===== src/rtl/idx_mod_mult.sv =====
module idx_mod_mult #(
  parameter int MOD  = 11,
  parameter int ROOT = 2
) (
  input  logic                   clk,
  input  logic                   rst_n,
  input  logic                   in_valid,
  input  logic [$clog2(MOD)-1:0] in_a,
  input  logic [$clog2(MOD)-1:0] in_b,
  output logic                   out_valid,
  output logic [$clog2(MOD)-1:0] out_prod
);
  localparam int W    = $clog2(MOD);
  localparam int LW   = $clog2(MOD - 1);
  localparam int NEXP = 2 * MOD - 3;
  localparam int SW   = $clog2(NEXP);

  function automatic int pow_root(int e);
    int r = 1;
    for (int i = 0; i < e; i++) r = (r * ROOT) % MOD;
    return r;
  endfunction

  function automatic int log_root(int v);
    int r = 0;
    for (int k = 0; k < MOD - 1; k++)
      if (pow_root(k) == v) r = k;
    return r;
  endfunction

  logic [LW-1:0] log_tab [2**W];
  logic [W-1:0]  exp_tab [2**SW];

  for (genvar v = 0; v < 2**W; v++) begin : g_log
    localparam int L = (v >= 1 && v < MOD) ? log_root(v) : 0;
    assign log_tab[v] = LW'(L);
  end

  for (genvar s = 0; s < 2**SW; s++) begin : g_exp
    localparam int P = (s < NEXP) ? pow_root(s % (MOD - 1)) : 0;
    assign exp_tab[s] = W'(P);
  end

  logic [SW-1:0] idx_sum;
  logic          zero_op;
  logic [W-1:0]  prod_next;

  assign idx_sum   = SW'(log_tab[in_a]) + SW'(log_tab[in_b]);
  assign zero_op   = (in_a == '0) || (in_b == '0);
  assign prod_next = zero_op ? '0 : exp_tab[idx_sum];

  always_ff @(posedge clk) begin
    if (!rst_n) begin
      out_valid <= 1'b0;
      out_prod  <= '0;
    end else begin
      out_valid <= in_valid;
      if (in_valid) out_prod <= prod_next;
    end
  end
endmodule


===== config.mk =====
export PLATFORM = sky130hd
export DESIGN_NAME = idx_mod_mult
export DESIGN_NICKNAME = d
export VERILOG_FILES = /design/src/rtl/idx_mod_mult.sv
export SDC_FILE = /design/constraint.sdc
export NUM_CORES = 1
export LEC_CHECK = 0
export CAP_MARGIN = 30
export CORE_ASPECT_RATIO = 2
export CORE_MARGIN = 1
export CORE_UTILIZATION = 30
export CTS_CLUSTER_DIAMETER = 40
export DETAILED_ROUTE_END_ITERATION = 8
export PLACE_DENSITY = 0.58
export SLEW_MARGIN = 20
export SYNTH_ARGS = -nofsm -noshare
export SYNTH_HDL_FRONTEND = slang
export SYNTH_SLANG_ARGS = --single-unit

===== constraint.sdc =====
create_clock -name clk -period 4.1 [get_ports clk]
set_input_delay 0.82 -clock clk [delete_from_list [all_inputs] [get_ports clk]]
set_output_delay 0.82 -clock clk [all_outputs]
set_load 0.01 [all_outputs]

==> flow_summary.toml <==
[floorplan]
initial_core_util = 0.318
die-area_um2 = 3360
core_um2 = 2940
row_count = 28
die-width_um = 41.5
ios = 16
fp.dieH_um = 80.9

[detailed_routing]
first_pass_iters = 4
drtAntennaViolNets = 0
wl_mm = 2.62
wl_per_cell_um = 15.2
dr_total_vias = 950
drt-initial-drc-count = 25
vias_per_cell = 5.52
drc = 0

[worst_setup_path]
cp-start-kind = "primary input"
crit_chain = "clkdlybuf4s50_1, inv_1, ha_1, mux2i_1, o22ai_1, ha_1, fa_2, ha_1, mux2_4, a221o_1, a211o_1, a22oi_1, o21ai_1"
crit_family = "adder cells"
crit_path_max_incr_delay_ns = 0.58
crit_type = "in2reg"
slowest_stage = "fa_2"
required_ns = 4.21
timing.critical_path.mode_cell = "ha_1"
arrival_ns = 4.02
path_buf_inv = 2
endpoint_kind = "register"
cp_max_fo = 4

[power_and_ir_drop]
p_clk_frac = 0.273
p_seq_frac = 0.165
power_density_nw_per_um2 = 291
swShare = 0.387
p_int_uw = 216
switchingPower_uw = 137
leakage_nw = 0.564
peakVddDrop_uv = 101
combPwrFrac = 0.562

[sta]
fmax_ghz = 0.255
min_period_ns = 3.92
worst_slew_pin_slew_ns = 0.466
finalCritPeriodShare = 0.955
slew_headroom = 0.687
rsz0062_at_grt = "false"
hold_viol = 0
finalMaxSlewViolations = 0
hold_ws_ns = 0.470
setup_violations = 0
clock_skew_ns = 0

[synthesis]
synth.distinct_cells = 42
synth_area_um2 = 935
synth_cells = 118
post-synth-top-count-cell = "ha_1"
netlist.area_leader.share = 0.228
synth_edf_count = 0
ys_seq_area_frac = 0.107
yosys.area.top_type = "ha_1"
synthFlopType = "dfxtp_1"
synth_warnings = 0
synth_fp_nets = 147
ys_top_cells_by_count = "ha_1, inv_1, nor2_1"
syn_avg_cell_area_um2 = 7.92
synthArstFlopShare = 0
ys_ff_latch = 5
ys_top_cells_by_area = "ha_1, dfxtp_1, mux2i_1, inv_1, o22ai_1"

[clock_tree]
clockRootBuffer = "clkbuf_8"
cts_tree = "yes"
cts.path.max_buffers = 2
clkSlewWorstSetupHoldPaths_ns = 0.04
cts_made_buffers = 3
cts.sinks = 5
ctsResizeCount = 0
clkLatencyLatePin_ns = 0.22
hold_buffers = 0
cts_setup_buffers = 0
htreeDepth = 1

[cells_and_area]
register_area_um2 = 100
num-nets-final = 172
final_core_util = 0.412
multi_input_area_um2 = 771
syn_to_final_growth_pct = 29.7
final.fill_count = 306
diodes = 0
layout-drive-gt1-share = 0.127
instances_no_fill = 172

[run]
max_cap_viol_count = 0

[placed_design]
portBuffers = 15
hpwlAfterDp_mm = 2.17
globalplace.congestion = 0.893
placed_cells = 168

[global_routing]
grt_use_total = 0.162
overflow = 0
grt_max_degree = 13
antenna_found_initial = 0
grt_pass1_vias = 1023
grt_pass1_wl_mm = 4.27

[status]
outcome = "finished clean"

[min_path]
hp-class = "reg2reg"
-- final cells by class --
| cell class | count | share of cell area |
|---|---|---|
| clock buffer | 4 | 0.0372 |
| inverter | 13 | 0.0402 |
| multi-input combinational | 97 | 0.636 |
| sequential | 5 | 0.0826 |
| tap | 30 | 0.0310 |
| timing repair buffer | 23 | 0.173 |
-- power groups by stage --
stage / combinational, mW / sequential, mW / clock (mW)
after global routing: 0.220 / 0.0589 / 0.100
after detailed placement: 0.197 / 0.0592 / 0
after CTS: 0.198 / 0.0584 / 0.0982
after floorplan: 0.124 / 0.0618 / 0
final: 0.198 / 0.0583 / 0.0963
after global placement: 0.192 / 0.0590 / 0
-- path summary, 6_finish.rpt --
| path | endpoint | slack [ns] | cells after the start | startpoint |
|---|---|---|---|---|
| worst max register to register | out_prod[0]$_SDFFE_PN0P_ | 3.38 | 1 | out_prod[0]$_SDFFE_PN0P_ |
| worst min register to register | out_prod[1]$_SDFFE_PN0P_ | 0.47 | 2 | out_prod[1]$_SDFFE_PN0P_ |
| worst max-delay path | out_prod[2]$_SDFFE_PN0P_ | 0.18 | 13 | in_a[0] |
| worst min-delay path | out_prod[1]$_SDFFE_PN0P_ | 0.47 | 2 | out_prod[1]$_SDFFE_PN0P_ |
-- tightest hold or removal path, stage by stage, from the launching register on --
cell and delay (ns):
dfxtp_1 0.32, a32oi_1 0.06, o31ai_1 0.06
-- logic make-up (layout without fill, tap and decap cells) --
group,Yosys count,count (layout),share of synthesized area
AOI/OAI and AO/OA,34,34,0.262
xor gates and xnor gates,4,4,0.0455
and+or+nand+nor,34,34,0.183
adders and majority gates,18,18,0.249
buffers and inverters,16,40,0.0710
muxes,7,7,0.0817
DFF,5,5,0.107
-- routing by layer --
layer  up-vias  track usage  wire length [µm]  part of all wire
li1        477            -                 -                 -
met1       438        0.150               954              0.36
met2        25        0.331              1500              0.57
met3        10      0.00667                31             0.012
met4         0        0.100               131             0.050
met5         -            0                 0                 0
-- state kept, by name, indices dropped and copies added (netlist names) --
signal	count
out_prod	4
out_valid	1
-- layout by cell type, fill, tap and decap left out, drive strengths merged, types with 2 or more instances in the layout --
master	synthesis	routed
a211oi	2	2
clkdlybuf4s50	0	15
xnor2	3	3
o31ai	2	2
nand3	2	2
nor2b	2	2
o21ai	3	3
nor2	9	9
nor3	2	2
buf	3	8
a21oi	7	7
dfxtp	5	5
o221ai	2	2
nand2	7	7
clkbuf	0	4
nand2b	5	5
o22ai	7	7
mux2i	5	5
ha	17	17
nor3b	2	2
a221o	2	2
mux2	2	2
inv	13	13
-- per-stage QoR --
step / power (mW) / setup slack, ns / cell area (µm²) / setup TNS [ns]
after global placement: 0.251 / 0.0188 / 1160 / 0
after detailed placement: 0.256 / -0.0503 / 1160 / -0.0503
final: 0.353 / 0.183 / 1210 / 0
after floorplan: 0.186 / 0.520 / 935 / 0
after CTS: 0.354 / 0.172 / 1210 / 0
after global routing: 0.380 / 0.00857 / 1210 / 0
Note: power is estimated with default switching activity, not from simulation.
